<file path="config.mk">
export PLATFORM = sky130hd
export DESIGN_NAME = ret_stack
export DESIGN_NICKNAME = d
export VERILOG_FILES = /design/src/rtl/ret_stack_pkg.sv /design/src/rtl/ret_stack_store.sv /design/src/rtl/ret_stack_retout.sv /design/src/rtl/ret_stack.sv
export SDC_FILE = /design/constraint.sdc
export NUM_CORES = 1
export LEC_CHECK = 0
export ABC_AREA = 1
export CAP_MARGIN = 20
export CORE_ASPECT_RATIO = 1.75
export CORE_MARGIN = 8
export CORE_UTILIZATION = 48
export CTS_CLUSTER_DIAMETER = 200
export DETAILED_ROUTE_END_ITERATION = 7
export HOLD_SLACK_MARGIN = 0.15
export PLACE_DENSITY = 0.76
export SETUP_SLACK_MARGIN = 0.1
export SLEW_MARGIN = 10
export SYNTH_ARGS = -nofsm -noshare
export SYNTH_HDL_FRONTEND = slang
export SYNTH_HIERARCHICAL = 1
export SYNTH_SLANG_ARGS = --single-unit
</file>
<file path="constraint.sdc">
create_clock -name clk -period 2.1 [get_ports clk]
set_input_delay 0.21 -clock clk [delete_from_list [all_inputs] [get_ports clk]]
set_output_delay 0.21 -clock clk [all_outputs]
set_load 0.05 [all_outputs]
</file>
<file path="src/rtl/ret_stack_pkg.sv">
package ret_stack_pkg;

  localparam int PC_W    = 12;
  localparam int NIB_W   = 4;
  localparam int CONST_W = 2 * NIB_W;

  // Frame layout: carry in the MSB, PC below it.
  typedef struct packed {
    logic            cy;
    logic [PC_W-1:0] pc;
  } frame_t;

  localparam int FRAME_W = $bits(frame_t);

  function automatic frame_t make_frame(input logic [PC_W-1:0] pc, input logic cy);
    frame_t f;
    f.cy = cy;
    f.pc = pc;
    return f;
  endfunction

  // Upper nibble of the constant feeds the table register.
  function automatic logic [NIB_W-1:0] hi_nib(input logic [CONST_W-1:0] k);
    return k[CONST_W-1:NIB_W];
  endfunction

  // Lower nibble of the constant feeds the accumulator.
  function automatic logic [NIB_W-1:0] lo_nib(input logic [CONST_W-1:0] k);
    return k[NIB_W-1:0];
  endfunction

  // Carry after a return: kept from the core or taken from the frame.
  function automatic logic ret_carry(input logic const_ret, input logic cur, input frame_t f);
    return const_ret ? cur : f.cy;
  endfunction

endpackage

</file>
<file path="src/rtl/ret_stack_store.sv">
module ret_stack_store
  import ret_stack_pkg::*;
#(
  parameter int DEPTH = 4,
  localparam int CNT_W = $clog2(DEPTH + 1)
) (
  input  logic             clk,
  input  logic             rst,
  input  logic             push_i,
  input  logic             pop_i,
  input  frame_t           wr_frame_i,
  output frame_t           top_o,
  output logic             empty_o,
  output logic [CNT_W-1:0] count_o,
  output logic             overflow_o,
  output logic             underflow_o
);

  frame_t           slot [DEPTH];
  logic [CNT_W-1:0] count_q;

  // Named events, also used by the assertions.
  logic ev_push, ev_pop, ev_swap, ev_drop, ev_under;
  logic is_full;

  assign empty_o  = (count_q == '0);
  assign is_full  = (count_q == CNT_W'(DEPTH));
  assign ev_push  = push_i && !pop_i;
  assign ev_pop   = pop_i && !push_i && !empty_o;
  assign ev_swap  = push_i && pop_i && !empty_o;
  assign ev_drop  = ev_push && is_full;
  assign ev_under = pop_i && empty_o;

  assign top_o   = slot[0];
  assign count_o = count_q;

  // Slot 0 is the top; higher indices are older frames.
  for (genvar g = 0; g < DEPTH; g++) begin : g_slot
    if (g == 0) begin : g_top
      always_ff @(posedge clk) begin
        if (rst)                     slot[g] <= '0;
        else if (ev_push || ev_swap) slot[g] <= wr_frame_i;
        else if (ev_pop)             slot[g] <= (DEPTH > 1) ? slot[(DEPTH > 1) ? 1 : 0] : '0;
      end
    end else if (g == DEPTH - 1) begin : g_bottom
      always_ff @(posedge clk) begin
        if (rst)          slot[g] <= '0;
        else if (ev_push) slot[g] <= slot[g-1];
        else if (ev_pop)  slot[g] <= '0;
      end
    end else begin : g_mid
      always_ff @(posedge clk) begin
        if (rst)          slot[g] <= '0;
        else if (ev_push) slot[g] <= slot[g-1];
        else if (ev_pop)  slot[g] <= slot[g+1];
      end
    end
  end

  always_ff @(posedge clk) begin
    if (rst) begin
      count_q     <= '0;
      overflow_o  <= 1'b0;
      underflow_o <= 1'b0;
    end else begin
      overflow_o  <= ev_drop;
      underflow_o <= ev_under;
      if (ev_push && !is_full) count_q <= count_q + 1'b1;
      else if (ev_pop)         count_q <= count_q - 1'b1;
    end
  end

  // occupancy stays within the depth
  a_r10_count_range: assert property (@(posedge clk) disable iff (rst)
    count_q <= CNT_W'(DEPTH));

  // a push into a full stack leaves it full and flags the drop
  a_r3_saturate: assert property (@(posedge clk) disable iff (rst)
    (push_i && !pop_i && is_full) |=> (count_q == CNT_W'(DEPTH)) && overflow_o);

  // push with pop keeps the occupancy
  a_r8_replace_count: assert property (@(posedge clk) disable iff (rst)
    (push_i && pop_i) |=> $stable(count_q));

  // pop on empty keeps it empty and flags it
  a_r7_empty_pop: assert property (@(posedge clk) disable iff (rst)
    (pop_i && empty_o) |=> (count_q == '0) && underflow_o);

  // a plain push puts the new frame on top
  a_r2_push_top: assert property (@(posedge clk) disable iff (rst)
    (push_i && !pop_i) |=> (slot[0] == $past(wr_frame_i)));

endmodule

</file>
<file path="src/rtl/ret_stack_retout.sv">
module ret_stack_retout
  import ret_stack_pkg::*;
(
  input  logic               clk,
  input  logic               rst,
  input  logic               pop_i,
  input  logic               const_ret_i,
  input  logic               cy_cur_i,
  input  logic [CONST_W-1:0] const_i,
  input  frame_t             top_i,
  input  logic               empty_i,
  output logic [PC_W-1:0]    pc_o,
  output logic               cy_o,
  output logic [NIB_W-1:0]   tbr_o,
  output logic [NIB_W-1:0]   acc_o,
  output logic               valid_o
);

  frame_t src;
  logic   ld_const;

  // An empty stack yields an all-zero frame.
  assign src      = empty_i ? '0 : top_i;
  assign ld_const = pop_i && const_ret_i;

  always_ff @(posedge clk) begin
    if (rst) begin
      pc_o    <= '0;
      cy_o    <= 1'b0;
      tbr_o   <= '0;
      acc_o   <= '0;
      valid_o <= 1'b0;
    end else begin
      valid_o <= pop_i;
      if (pop_i) begin
        pc_o <= src.pc;
        cy_o <= ret_carry(const_ret_i, cy_cur_i, src);
      end
      if (ld_const) begin
        tbr_o <= hi_nib(const_i);
        acc_o <= lo_nib(const_i);
      end
    end
  end

  // every pop is followed by a valid cycle
  a_r9_valid: assert property (@(posedge clk) disable iff (rst)
    pop_i |=> valid_o);

  // a constant return keeps the core's carry
  a_r5_keep_carry: assert property (@(posedge clk) disable iff (rst)
    (pop_i && const_ret_i) |=> (cy_o == $past(cy_cur_i)));

  // nibble registers hold outside constant returns
  a_r6_hold_nibbles: assert property (@(posedge clk) disable iff (rst)
    !(pop_i && const_ret_i) |=> ($stable(tbr_o) && $stable(acc_o)));

  // pc and carry hold without a pop
  a_r6_hold_pc: assert property (@(posedge clk) disable iff (rst)
    !pop_i |=> ($stable(pc_o) && $stable(cy_o)));

endmodule

</file>
<file path="src/rtl/ret_stack.sv">
module ret_stack
  import ret_stack_pkg::*;
#(
  parameter int DEPTH = 4,
  localparam int CNT_W = $clog2(DEPTH + 1)
) (
  input  logic               clk,
  input  logic               rst,
  input  logic               push_i,
  input  logic [PC_W-1:0]    push_pc_i,
  input  logic               push_cy_i,
  input  logic               pop_i,
  input  logic               pop_const_i,
  input  logic [CONST_W-1:0] const_i,
  input  logic               cy_cur_i,
  output logic [PC_W-1:0]    pc_o,
  output logic               cy_o,
  output logic [NIB_W-1:0]   tbr_o,
  output logic [NIB_W-1:0]   acc_o,
  output logic               ret_valid_o,
  output logic [CNT_W-1:0]   depth_o,
  output logic               overflow_o,
  output logic               underflow_o
);

  frame_t wr_frame;
  frame_t top_frame;
  logic   empty;

  assign wr_frame = make_frame(push_pc_i, push_cy_i);

  ret_stack_store #(.DEPTH(DEPTH)) u_store (
    .clk         (clk),
    .rst         (rst),
    .push_i      (push_i),
    .pop_i       (pop_i),
    .wr_frame_i  (wr_frame),
    .top_o       (top_frame),
    .empty_o     (empty),
    .count_o     (depth_o),
    .overflow_o  (overflow_o),
    .underflow_o (underflow_o)
  );

  ret_stack_retout u_ret (
    .clk         (clk),
    .rst         (rst),
    .pop_i       (pop_i),
    .const_ret_i (pop_const_i),
    .cy_cur_i    (cy_cur_i),
    .const_i     (const_i),
    .top_i       (top_frame),
    .empty_i     (empty),
    .pc_o        (pc_o),
    .cy_o        (cy_o),
    .tbr_o       (tbr_o),
    .acc_o       (acc_o),
    .valid_o     (ret_valid_o)
  );

  // an interrupt return from a non-empty stack gives the stored carry
  a_r4_restore_carry: assert property (@(posedge clk) disable iff (rst)
    (pop_i && !pop_const_i && !empty) |=> (cy_o == $past(top_frame.cy)));

  // an empty pop yields PC zero
  a_r7_zero_pc: assert property (@(posedge clk) disable iff (rst)
    (pop_i && empty) |=> (pc_o == '0));

endmodule

</file>
==> impl_metrics.toml <==
[worst_setup_path]
cp_top_family = "buffers and inverters"
r2r_cells = 8
crit_buf_inv = 1
cp.required_ps = 1890
crit_arrival_ps = 1610
cp-end-kind = "primary output"
cp_cell_sequence = "clkdlybuf4s50_1"
slowest_delay_ps = 850
cp.depth = 1
critPathKind = "reg2out"
crit_slowest_cell = "clkdlybuf4s50_1"
crit_path_start_kind = "register"
cp_max_fo = 5

[clock_network]
cts_made_buffers = 9
htreeDepth = 3
clock_sinks = 79
hold_buffers = 0
post_cts_buffers = 0
clock_path_buffers = 2
clk_pin_slew_worst_paths_ps = 50
postCtsResizedCells = 0
cts_root_buffer = "clkbuf_16"
cts_tree = "done"
clkLatencyLatePin_ps = 340

[sta]
slew_violations = 0
fin_hold_ws_ps = 441
fin_crit_sh_pct = 86.8
period_needed_ps = 1820
skew_ps = 3.81
setup_slack_ps = 278
finalSetupViolCount = 0
slew_headroom_pct = 59.7
hold_viol = 0
fmaxAchievable_ghz = 0.549
rsz0062_at_grt = "no"
tightest_slew_ps = 604
tns_ps = 0

[run_status]
status = "completed"

[synthesis]
ys.flop_type = "edfxtp_1"
synth_area_per_cell_um2 = 10.3
synth_seq_cells = 79
yosys-top-cells-count = "nand3_1 (55), edfxtp_1 (52), nand2_1 (43), inv_1 (36), dfxtp_1 (27)"
synth_cell_types = 21
synth_top_area_cell = "edfxtp_1"
synth_area_um2 = 3340
synth.top_cells.by_area = "edfxtp_1 (47%), dfxtp_1 (16%), nand3_1 (8.2%), nand2_1 (4.8%), o21ai_2 (4.7%)"
ys_seq_area_share_pct = 63.0
synth_nets = 352
synth_top_area_share_pct = 46.8
async_reset_ff_share_pct = 0
synth_cells = 324
post-synth-top-count-cell = "nand3_1"
synth_edf_count = 52
yosysWarningCount = 6

[place]
pre_cts_ws_ps = 73.2
routabilityCongestion = 0.823
place_inst = 455
portBuffers = 53
dp_hpwl_um = 5450
placed_cell_area_um2 = 3950

[power_and_ir_drop]
leakage_nw = 1.57
ir_drop_mv = 0.687
finalPower_mw = 3.77
seq_power_share_pct = 49.6
p_per_area_nw_per_um2 = 897
clkPwrFrac_pct = 35.5
power_switching_mw = 0.988
intPower_mw = 2.78
switching_share_pct = 26.2
combPwrFrac_pct = 14.9

[drt]
drc = 0
final_antenna_net_count = 0
avgViaCountPerCell = 5.37
wirelength_um = 7680
num_vias = 2522
drtIter0Drc = 252
dr.pass1.iters = 4
routedWlPerCell_um = 16.3

[job]
max-cap-violations = 0

[global_route]
first_global_vias = 2610
grt.total_usage_pct = 16.5
overflow = 0
grt_first_pass_wirelength_um = 12700
antenna_found_initial = 0
grt_start_max_net_pins = 30

[layout]
nets = 410
final_cells = 470
fin_area_um2 = 4200
syn2layout_area_growth_pct = 25.9
drive_gt1_share_pct = 13.0
final_util_pct = 61.7
antennaDiodeCount = 0

[die]
die_h_um = 126
io_pins = 54
num_rows = 40
start_util_pct = 49.0
die_area_um2 = 9980
fp.coreArea_um2 = 6810
dieWidth_um = 79.0

[hold_path]
hp-class = "in2reg"
worstHoldPathCells = 3
[power groups by stage]
stage          combinational (mW)  sequential, mW  clock [mW]
2_1_floorplan               0.260            1.99           0
3_3_place_gp                0.552            1.89           0
3_5_place_dp                0.563            1.90           0
4_1_cts                     0.566            1.87        1.37
5_1_grt                     0.611            1.88        1.42
6_report                    0.563            1.87        1.34
[cell type report]
class                      count  area [um2]
clock buffer                  13         240
clock inverter                 2        10.0
fill                         583        2610
inverter                      38         145
multi-input combinational    190         985
sequential                    79        2100
tap                           84         105
timing repair buffer          64         613
[logic make-up after synthesis]
group | count (synthesis) | synth area share (%)
AOI/OAI and AO/OA | 67 | 12.4
and+or+nand+nor | 122 | 16.3
adders and majority gates | 1 | 0.600
buffers and inverters | 55 | 7.69
DFF | 79 | 63.0
[path summary, 6_finish.rpt]
check             slack [ps]                from                 end
setup reg to reg         380  u_store/count_o[0]  u_store/count_o[2]
hold / removal           440          const_i[7]      u_ret/tbr_o[3]
hold reg to reg          460      u_ret/acc_o[2]      u_ret/acc_o[2]
setup / recovery         280  u_store/count_o[0]          depth_o[0]
[layer usage]
metal,routed length [um],global-route usage (%),up-vias,share of wire [%]
li1,-,-,1224,-
met1,2900,17.8,1186,38
met3,553,3.47,17,7.2
met2,4020,27.1,95,52
met5,0,0,-,0
met4,201,13.0,0,2.6
[registers in the layout, summed over array words and instances, names as in the netlist]
signal and cells:
u_store/slot 52, u_ret/valid_o 1, u_store/count_o 3, u_ret/tbr_o 4, u_store/overflow_o 1, u_ret/pc_o 12, u_ret/acc_o 4, u_ret/cy_o 1
u_store/underflow_o 1
[cells in the final DEF, fill, tap and decap left out]
| cell type | netlist | routed |
|---|---|---|
| a21oi_1 | 24 | 24 |
| o21ai_0 | 22 | 21 |
| fa_1 | 1 | 1 |
| inv_1 | 36 | 36 |
| nand2_4 | 1 | 1 |
| buf_4 | 1 | 11 |
| a21oi_4 | 1 | 1 |
| o21ai_1 | 2 | 2 |
| clkbuf_16 | 0 | 9 |
| nor2_1 | 19 | 19 |
| nand2_1 | 43 | 42 |
| clkbuf_1 | 4 | 4 |
| dfxtp_1 | 27 | 27 |
| edfxtp_1 | 52 | 52 |
| nand2_2 | 1 | 2 |
| clkdlybuf4s50_1 | 0 | 53 |
| nor2_2 | 3 | 3 |
| clkinv_2 | 2 | 4 |
| o21ai_2 | 18 | 19 |
| nand3_1 | 55 | 55 |
No activity file was read; power rests on OpenSTA's default activity.
